**src/rtl/cf_fir_pkg.sv**
```systemverilog
package cf_fir_pkg;

    localparam int DEF_TAPS     = 4;
    localparam int DEF_SAMPLE_W = 8;
    localparam int DEF_COEF_W   = 8;
    localparam int DEF_ACC_W    = 20;

    // parity of a slot doubles as the stream tag
    typedef enum logic {
        SLOT_EVEN = 1'b0,
        SLOT_ODD  = 1'b1
    } slot_e;

endpackage

```
**src/rtl/cf_slot_ctrl.sv**
```systemverilog
module cf_slot_ctrl
    import cf_fir_pkg::*;
(
    input  logic clk,
    input  logic rst_n,
    input  logic load_en,
    input  logic interleave,
    input  logic in_valid,
    output logic accept,
    output logic slot_odd,
    output logic out_valid,
    output logic out_stream
);

    typedef struct packed {
        slot_e phase;
        logic  mul_v;
        slot_e mul_tag;
        logic  acc_v;
        slot_e acc_tag;
    } slot_state_t;

    slot_state_t st_q, st_d;
    logic        accept_d;

    always_comb begin
        st_d     = st_q;
        accept_d = in_valid && !load_en &&
                   (interleave || (st_q.phase == SLOT_EVEN));
        if (load_en) begin
            st_d.phase = SLOT_EVEN;
        end else begin
            st_d.phase = (st_q.phase == SLOT_EVEN) ? SLOT_ODD : SLOT_EVEN;
        end
        // stage 1 follows the multiply register, stage 2 the accumulate register
        st_d.mul_v   = accept_d;
        st_d.mul_tag = st_q.phase;
        st_d.acc_v   = st_q.mul_v && !load_en;
        st_d.acc_tag = st_q.mul_tag;
    end

    always_ff @(posedge clk or negedge rst_n) begin
        if (!rst_n) begin
            st_q <= '0;
        end else begin
            st_q <= st_d;
        end
    end

    assign accept     = accept_d;
    assign slot_odd   = st_q.phase;
    assign out_valid  = st_q.acc_v;
    assign out_stream = st_q.acc_tag;


    slot_toggle_chk: assert property (@(posedge clk) disable iff (!rst_n)
        !load_en |=> (slot_odd != $past(slot_odd)));


    load_quiet_chk: assert property (@(posedge clk) disable iff (!rst_n)
        load_en |=> !out_valid);


    result_origin_chk: assert property (@(posedge clk) disable iff (!rst_n)
        out_valid |-> ($past(in_valid, 2) && !$past(load_en, 2) && !$past(load_en, 1)));


    tag_alternate_chk: assert property (@(posedge clk) disable iff (!rst_n)
        (out_valid && $past(out_valid)) |-> (out_stream != $past(out_stream)));


    single_tag_chk: assert property (@(posedge clk) disable iff (!rst_n)
        (out_valid && !$past(interleave, 2)) |-> (out_stream == SLOT_EVEN));

endmodule

```
**src/rtl/cf_tap_cell.sv**
```systemverilog
module cf_tap_cell #(
    parameter int SAMPLE_W = 8,
    parameter int COEF_W   = 8,
    parameter int ACC_W    = 20
) (
    input  logic                       clk,
    input  logic                       rst_n,
    input  logic                       load_en,
    input  logic signed [COEF_W-1:0]   coef_prev,
    output logic signed [COEF_W-1:0]   coef_out,
    input  logic signed [SAMPLE_W-1:0] x_in,
    output logic signed [SAMPLE_W-1:0] x_out,
    input  logic signed [ACC_W-1:0]    y_in,
    output logic signed [ACC_W-1:0]    y_out
);

    localparam int PROD_W = SAMPLE_W + COEF_W;
    localparam int EXT_W  = ACC_W - PROD_W;

    typedef struct packed {
        logic signed [COEF_W-1:0]   coef;
        logic signed [SAMPLE_W-1:0] x;
        logic signed [PROD_W-1:0]   prod;
        logic signed [ACC_W-1:0]    y;
    } cell_state_t;

    cell_state_t       st_q, st_d;
    logic [ACC_W:0]    wide_sum;
    logic [ACC_W-1:0]  prod_ext;

    always_comb begin
        st_d     = st_q;
        prod_ext = {{EXT_W{st_q.prod[PROD_W-1]}}, st_q.prod};
        wide_sum = {y_in[ACC_W-1], y_in} + {prod_ext[ACC_W-1], prod_ext};
        if (load_en) begin
            st_d.coef = coef_prev;
            st_d.x    = '0;
            st_d.prod = '0;
            st_d.y    = '0;
        end else begin
            st_d.x    = x_in;
            st_d.prod = PROD_W'(x_in) * PROD_W'(st_q.coef);
            st_d.y    = wide_sum[ACC_W-1:0];
        end
    end

    always_ff @(posedge clk or negedge rst_n) begin
        if (!rst_n) begin
            st_q <= '0;
        end else begin
            st_q <= st_d;
        end
    end

    assign coef_out = st_q.coef;
    assign x_out    = st_q.x;
    assign y_out    = st_q.y;


    no_overflow_chk: assert property (@(posedge clk) disable iff (!rst_n)
        !load_en |-> (wide_sum[ACC_W] == wide_sum[ACC_W-1]));

endmodule

```
**src/rtl/cf_systolic_fir.sv**
```systemverilog
module cf_systolic_fir
    import cf_fir_pkg::*;
#(
    parameter int TAPS     = DEF_TAPS,
    parameter int SAMPLE_W = DEF_SAMPLE_W,
    parameter int COEF_W   = DEF_COEF_W,
    parameter int ACC_W    = DEF_ACC_W
) (
    input  logic                clk,
    input  logic                rst_n,
    input  logic                load_en,
    input  logic [COEF_W-1:0]   coef_in,
    input  logic                interleave,
    input  logic                in_valid,
    input  logic [SAMPLE_W-1:0] in_sample,
    output logic                slot_odd,
    output logic                out_valid,
    output logic                out_stream,
    output logic [ACC_W-1:0]    out_result
);

    localparam int LAST = TAPS - 1;

    logic                       accept;
    logic signed [COEF_W-1:0]   coef_link [TAPS+1];
    logic signed [SAMPLE_W-1:0] x_link    [TAPS+1];
    logic signed [ACC_W-1:0]    y_link    [TAPS+1];

    cf_slot_ctrl u_slot (
        .clk        (clk),
        .rst_n      (rst_n),
        .load_en    (load_en),
        .interleave (interleave),
        .in_valid   (in_valid),
        .accept     (accept),
        .slot_odd   (slot_odd),
        .out_valid  (out_valid),
        .out_stream (out_stream)
    );

    // head: gated sample and new coefficient; tail: zero partial sum
    assign coef_link[0] = coef_in;
    assign x_link[0]    = accept ? in_sample : '0;
    assign y_link[TAPS] = '0;

    for (genvar c = 0; c < TAPS; c++) begin : g_tap
        cf_tap_cell #(
            .SAMPLE_W (SAMPLE_W),
            .COEF_W   (COEF_W),
            .ACC_W    (ACC_W)
        ) u_cell (
            .clk       (clk),
            .rst_n     (rst_n),
            .load_en   (load_en),
            .coef_prev (coef_link[c]),
            .coef_out  (coef_link[c+1]),
            .x_in      (x_link[c]),
            .x_out     (x_link[c+1]),
            .y_in      (y_link[c+1]),
            .y_out     (y_link[c])
        );
    end

    assign out_result = y_link[0];


    coef_hold_chk: assert property (@(posedge clk) disable iff (!rst_n)
        !load_en |=> $stable(coef_link[TAPS]));


    hist_clear_chk: assert property (@(posedge clk) disable iff (!rst_n)
        load_en |=> (x_link[TAPS] == '0) && (y_link[LAST] == '0));

endmodule

```
**config.mk**
```make
export PLATFORM = sky130hd
export DESIGN_NAME = cf_systolic_fir
export DESIGN_NICKNAME = d
export VERILOG_FILES = /design/src/rtl/cf_fir_pkg.sv /design/src/rtl/cf_slot_ctrl.sv /design/src/rtl/cf_tap_cell.sv /design/src/rtl/cf_systolic_fir.sv
export SDC_FILE = /design/constraint.sdc
export NUM_CORES = 1
export LEC_CHECK = 0
export BUFFER_PORTS_ARGS = -buffer_cell sky130_fd_sc_hd__buf_4
export CAP_MARGIN = 0
export CORE_MARGIN = 2
export CORE_UTILIZATION = 55
export CTS_CLUSTER_SIZE = 12
export DETAILED_ROUTE_END_ITERATION = 6
export GPL_TIMING_DRIVEN = 0
export PLACE_DENSITY = 0.71
export SLEW_MARGIN = 20
export SYNTH_ARGS = -nofsm -noshare
export SYNTH_HDL_FRONTEND = slang
export SYNTH_SLANG_ARGS = --single-unit
```
**constraint.sdc**
```tcl
create_clock -name clk -period 5.4 [get_ports clk]
set_input_delay 0.54 -clock clk [delete_from_list [all_inputs] [get_ports clk]]
set_output_delay 0.54 -clock clk [all_outputs]
set_load 0.03 [all_outputs]
```
==> flow_summary.ini, run 1 <==
[outcome]
status = finished, final reports clean

[synth]
async_reset_ff_share_pct = 100
ys_seq_area_share_pct = 27.1
ys_ff_latch = 201
ys_warn_count = 0
synth.distinct_cells = 66
synthesis.area_um2 = 18600
syn-num-nets = 2247
postSynthCellCount = 1833
yosys.area_share.simple_pct = 15.2
synth_compound_area_share_pct = 8.29
synth_top_area_share_pct = 27.1
synthAdderAreaFrac_pct = 35.5
avgSynthCellArea_um2 = 10.1
synth_top_family_by_area = adder cells
yosys.area.top_type = dfrtp_1
synth_xor_area_share_pct = 4.81
synthMuxAreaShare_pct = 1.96
synth_ff_type = dfrtp_1
synth-edff-count = 0
synthTopCellsByArea = dfrtp_1, fa_1, ha_1, inv_1, and2_1

[detailed_routing]
drt.antenna.violating_nets = 0
via_per_inst = 5.37
first_pass_iters = 5
routed_wl_mm = 40.7
vias = 12700
drt-initial-drc-count = 773
drc = 0
wl_per_cell_um = 17.1

[worst_setup_path]
worstPathArrival_ns = 5.60
start_kind = flip-flop
critPathMaxFanout = 6
required_ns = 5.77
crit_type = reg2reg
cp-end-kind = flip-flop

[global_route]
antenna_found_initial = 1
grt_pass1_vias = 13500
grt-ovfl-total = 0
grt_pass1_wl_mm = 68.9
grt_use_total_pct = 24.2
grt_max_degree = 77

[timing]
finalSetupViolCount = 0
period_share_pct = 96.8
tns_ns = 0
rsz0062_at_grt = no
slew_headroom_pct = 35.2
fmax_mhz = 191
final_max_slew_viol_count = 0
tightest_slew_ns = 0.973
hold_violations = 0
min_period_ns = 5.23
skew_ns = 0.00890

[pwr]
power.total_mw = 6.24
comb_power_share_pct = 40.6
powerDensity_nw_per_um2 = 305
internal-power_mw = 3.93
clkPwrFrac_pct = 28.6
irDropWorstVdd_mv = 0.281
seqPwrFrac_pct = 30.9
switching_share_pct = 37.1
p_switching_mw = 2.32
p_leak_nw = 10.5

[final_layout]
area_delta_synth_final_pct = 10.3
drive_above_1_share_pct = 8.22
diodes = 0
nets = 2320
fin_cells = 2371
mostFrequentLayoutCell = inv_1
post-route-util_pct = 61.4
final_cell_mix = inv_1, fa_1, dfrtp_1

[cts]
cts_root_buffer = clkbuf_16
cts_tree = yes
cts.sinks = 201
cts-buffers-inserted = 24
insertion_delay_ns = 0.52
h-tree-depth = 1
clock_tree.buffer_depth = 3
clk_pin_slew_worst_paths_ns = 0.06

[placed_design]
gp_congestion = 0.862
dp_hpwl_mm = 31.6
portBuffers = 42
dp.cells = 2325

[flow_run]
cap_viol_max_count = 0

[floorplan]
dieArea_um2 = 35200
placement_rows = 67
die_h_um = 188
die_w_um = 188
start_util_pct = 55.7
ioPinCount = 44
core_um2 = 33400

[min_path]
min_path_type = in2reg
-- power groups by stage --
stage	clock [mW]	sequential [mW]	combinational, mW
final	1.78	1.93	2.53
after detailed placement	0	1.95	2.46
after global routing	1.88	1.96	2.84
after CTS	1.82	1.93	2.49
after floorplan	0	1.97	1.73
after global placement	0	1.95	2.40
-- kinds of logic (layout without fill, tap and decap cells) --
group | count (synthesis) | after routing
DFF | 201 | 201
buffers and inverters | 350 | 440
adders and majority gates | 393 | 393
muxes | 32 | 32
and+or+nand+nor | 535 | 535
xor gates and xnor gates | 102 | 102
AOI/OAI and AO/OA | 220 | 220
-- routing by layer --
| metal | vias up | share of wire (%) | GRT usage (%) |
|---|---|---|---|
| met5 | - | 0.034 | 0 |
| li1 | 6003 | - | - |
| met1 | 6367 | 46 | 34.1 |
| met4 | 2 | 2.0 | 5.66 |
| met2 | 282 | 47 | 39.8 |
| met3 | 72 | 5.0 | 3.39 |
-- area by class of cell --
| cell class | instances | area, µm² |
|---|---|---|
| buffer | 45 | 203 |
| timing repair buffer | 47 | 403 |
| multi-input combinational | 1282 | 12300 |
| sequential | 201 | 5030 |
| fill | 2806 | 12900 |
| tap | 448 | 561 |
| inverter | 305 | 1140 |
| clock inverter | 11 | 209 |
| clock buffer | 32 | 672 |
-- sequential cells by signal, summed over array words and instances, names as in the netlist --
register	cells
g_tap.u_cell.y_out	76
g_tap.u_cell.x_out	24
u_slot.st_q	1
u_slot.out_stream	1
u_slot.st_d	1
g_tap.u_cell.coef_out	32
u_slot.out_valid	1
g_tap.u_cell.prod_ext	64
u_slot.slot_odd	1
-- worst max-delay path, stage by stage (launching register included) --
cell	delay, ns
dfrtp_1	0.41
nor2b_1	0.15
nor3b_2	0.20
buf_4	0.17
and2_1	0.26
nand2_1	0.11
fa_1	0.55
inv_1	0.07
fa_1	0.51
fa_1	0.50
inv_1	0.05
fa_1	0.47
inv_1	0.04
ha_1	0.31
o21a_1	0.24
a2111oi_4	0.36
nor3_2	0.11
a31oi_1	0.22
xor2_1	0.27
nor2_1	0.07
-- worst paths after layout --
path | cells past startpoint | end | start | slack [ns]
setup / recovery | 19 | g_tap[0].u_cell.prod_ext[14]$_DFF_PN0_ | u_slot.slot_odd$_DFF_PN0_ | 0.17
hold / removal | 2 | g_tap[0].u_cell.coef_out[1]$_DFFE_PN0P_ | coef_in[1] | 0.25
setup reg to reg | 19 | g_tap[0].u_cell.prod_ext[14]$_DFF_PN0_ | u_slot.slot_odd$_DFF_PN0_ | 0.17
hold reg to reg | 0 | u_slot.out_stream$_DFF_PN0_ | u_slot.st_d[0]$_DFF_PN0_ | 0.35
max in group asynchronous | 4 | g_tap[3].u_cell.coef_out[7]$_DFFE_PN0P_ | rst_n | 3.77
min in group asynchronous | 2 | g_tap[0].u_cell.y_out[2]$_DFF_PN0_ | rst_n | 0.56
-- cell usage after synthesis (16+ instances only) --
| cell | n |
|---|---|
| nand2_1 | 96 |
| o21ai_0 | 39 |
| and3_1 | 47 |
| nor2b_1 | 67 |
| dfrtp_1 | 201 |
| ha_1 | 170 |
| clkbuf_1 | 37 |
| a21o_1 | 34 |
| xnor2_1 | 67 |
| and2_1 | 123 |
| o21a_1 | 17 |
| xor2_1 | 35 |
| mux2_2 | 31 |
| inv_1 | 305 |
| nor2_1 | 113 |
| nand2b_1 | 27 |
| fa_1 | 223 |
| a211oi_1 | 16 |
| nor3_1 | 28 |
| a21oi_1 | 46 |
-- what timing repair did --
| action | in CTS | in global routing |
|---|---|---|
| endpoints found under the setup margin | 5 | 4 |
| gates cloned | 0 | 0 |
| hold endpoints to repair | 63 | 0 |
| buffers inserted | 1 | 1 |
| pin swaps | 1 | 5 |
| resized for setup | 3 | 25 |
| hold buffers | 1 | 0 |
-- through the flow --
step           setup slack [ns]  area [µm²]  hold slack, ns
2_1_floorplan             0.133       18600           0.244
3_3_place_gp             -0.862       19400           0.334
3_5_place_dp              -1.01       19500           0.337
4_1_cts                  0.0119       20400           0.240
5_1_grt                  0.0184       20500           0.248
6_report                  0.172       20500           0.253
No activity file was read; power rests on OpenSTA's default activity.
==> run 2, diff against run 1 <==
--- a/config.mk
+++ b/config.mk
@@ -9,9 +9,11 @@
 export CAP_MARGIN = 0
 export CORE_MARGIN = 2
 export CORE_UTILIZATION = 55
+export CTS_BUF_LIST = sky130_fd_sc_hd__clkbuf_8
 export CTS_CLUSTER_SIZE = 12
 export DETAILED_ROUTE_END_ITERATION = 6
 export GPL_TIMING_DRIVEN = 0
+export HOLD_SLACK_MARGIN = 0.06
 export PLACE_DENSITY = 0.71
 export SLEW_MARGIN = 20
 export SYNTH_ARGS = -nofsm -noshare
==> run 2 against run 1 <==
Compared with the run above: sequential power is essentially flat; clock power down 11%; combinational power about the same; setup slack worse by 0.018 ns; final area decreased by 0.54%; die area is the same; first-iteration DRC count shrank 14%.
==> flow_summary.ini, run 2 (synthesized netlist as in run 1, its figures left out) <==
[outcome]
status = finished, final reports clean

[cts]
h-tree-depth = 2
cts.sinks = 201
clk_pin_slew_worst_paths_ns = 0.06
cts_tree = yes
clock_tree.buffer_depth = 3
cts-buffers-inserted = 37
insertion_delay_ns = 0.54
cts_root_buffer = clkbuf_8

[worst_setup_path]
worstPathArrival_ns = 5.64
worstPathCellList = nor2b_1 > nor3b_2 > buf_4 > and2_1 > nand2_1 > fa_1 > inv_1 > fa_1 > fa_1 > inv_1 > fa_1 > inv_1 > ha_1 > o21a_1 > a2111oi_4 > nor3_2 > a31oi_1 > xor2_1 > nor2_1
critPathSlowestCell = fa_1
path_common_cell = fa_1
startpoint = u_slot.slot_odd$_DFF_PN0_
crit_type = reg2reg
crit-reg2reg-launch = u_slot.slot_odd$_DFF_PN0_
required_ns = 5.79
max_stage_delay_ns = 0.56
start_kind = flip-flop
critPathMaxFanout = 6
cp-end-kind = flip-flop

[min_path]
min_path_type = in2reg
hp-start = coef_in[0]

[detailed_routing]
first_pass_iters = 5
drc = 0
wl_per_cell_um = 16.8
routed_wl_mm = 40.2
vias = 12800
via_per_inst = 5.36
drt-initial-drc-count = 665
drt.antenna.violating_nets = 0

[pwr]
switching_share_pct = 38.6
internal-power_mw = 3.69
clkPwrFrac_pct = 26.2
p_leak_nw = 10.5
powerDensity_nw_per_um2 = 295
irDropWorstVdd_mv = 0.298
seqPwrFrac_pct = 32.1
power.total_mw = 6.01
p_switching_mw = 2.32
comb_power_share_pct = 41.7

[floorplan]
start_util_pct = 55.7
die_w_um = 188
dieArea_um2 = 35200
core_um2 = 33400
placement_rows = 67
ioPinCount = 44
die_h_um = 188

[final_layout]
largest_register_ffs = 76
area_delta_synth_final_pct = 9.75
final_cell_mix = inv_1, fa_1, dfrtp_1
nets = 2332
diodes = 0
mostFrequentLayoutCell = inv_1
post-route-util_pct = 61.1
drive_above_1_share_pct = 8.86
fin_cells = 2390

[global_route]
grt_max_degree = 77
grt-ovfl-total = 0
grt_use_total_pct = 24.0
antenna_found_initial = 0
grt_pass1_vias = 13500
grt_pass1_wl_mm = 68.2

[placed_design]
dp_hpwl_mm = 31.6
portBuffers = 42
gp_congestion = 0.862
dp_slack_ns = -1.01
dp.cells = 2325

[timing]
tightest_slew_ns = 1.18
skew_ns = 0.0211
finalSetupViolCount = 0
final_max_slew_viol_count = 0
setup_slack_ns = 0.154
fmax_mhz = 191
min_period_ns = 5.25
period_share_pct = 97.1
hold_violations = 0
slew_headroom_pct = 21.3
rsz0062_at_grt = yes
tns_ns = 0

[flow_run]
cap_viol_max_count = 0
==> run 2: timing repair <==
| action | CTS | global route |
|---|---|---|
| hold buffers | 1 | 0 |
| pin swaps | 1 | 3 |
| buffers inserted | 1 | 0 |
| cloned | 0 | 0 |
| resized for setup | 3 | 21 |
| hold endpoints to repair | 63 | 0 |
| endpoints found under the setup margin | 5 | 4 |
==> run 2: final timing paths <==
| check | end | slack (ns) | depth (start not counted) |
|---|---|---|---|
| hold / removal | g_tap[0].u_cell.coef_out[0]$_DFFE_PN0P_ | 0.25 | 2 |
| setup reg to reg | g_tap[0].u_cell.prod_ext[14]$_DFF_PN0_ | 0.15 | 19 |
| hold reg to reg | u_slot.out_stream$_DFF_PN0_ | 0.35 | 0 |
| max in group asynchronous | g_tap[2].u_cell.coef_out[5]$_DFFE_PN0P_ | 3.76 | 4 |
| min in group asynchronous | g_tap[0].u_cell.y_out[2]$_DFF_PN0_ | 0.54 | 2 |
| setup / recovery | g_tap[0].u_cell.prod_ext[14]$_DFF_PN0_ | 0.15 | 19 |
==> run 2: per-layer routing <==
metal	global-route usage (%)	part of all wire, %
met5	0	0
met4	5.63	1.8
met3	3.44	5.3
met2	39.2	47
met1	34.2	46
==> run 2: worst max-delay path: cells and delay by family (launching register included) <==
kind / cells / cell delay, ns
AOI/OAI and AO/OA: 3 / 0.82
xor gates and xnor gates: 1 / 0.28
adders and majority gates: 5 / 2.35
buffers and inverters: 4 / 0.33
DFF: 1 / 0.41
and+or+nand+nor: 6 / 0.91
==> run 2: layout make-up <==
| class | count | area (µm²) |
|---|---|---|
| Fill cell | 2851 | 13000 |
| Inverter | 305 | 1140 |
| Clock inverter | 16 | 156 |
| Sequential cell | 201 | 5030 |
| Buffer | 45 | 201 |
| Multi-Input combinational cell | 1282 | 12200 |
| Timing Repair Buffer | 46 | 395 |
| Tap cell | 448 | 561 |
| Clock buffer | 47 | 647 |
==> run 2: per-stage QoR <==
| step | hold slack [ns] | instance area [µm²] |
|---|---|---|
| 2_1_floorplan | 0.244 | 18600 |
| 3_3_place_gp | 0.334 | 19400 |
| 3_5_place_dp | 0.337 | 19500 |
| 4_1_cts | 0.221 | 20300 |
| 5_1_grt | 0.236 | 20400 |
| 6_report | 0.247 | 20400 |
==> run 2: power groups by stage <==
stage                     clock network [mW]  registers (mW)  logic, mW
after floorplan                            0            1.97       1.73
after global placement                     0            1.95       2.40
after detailed placement                   0            1.95       2.46
after CTS                               1.60            1.93       2.48
after global routing                    1.68            1.96       2.82
final                                   1.58            1.93       2.51
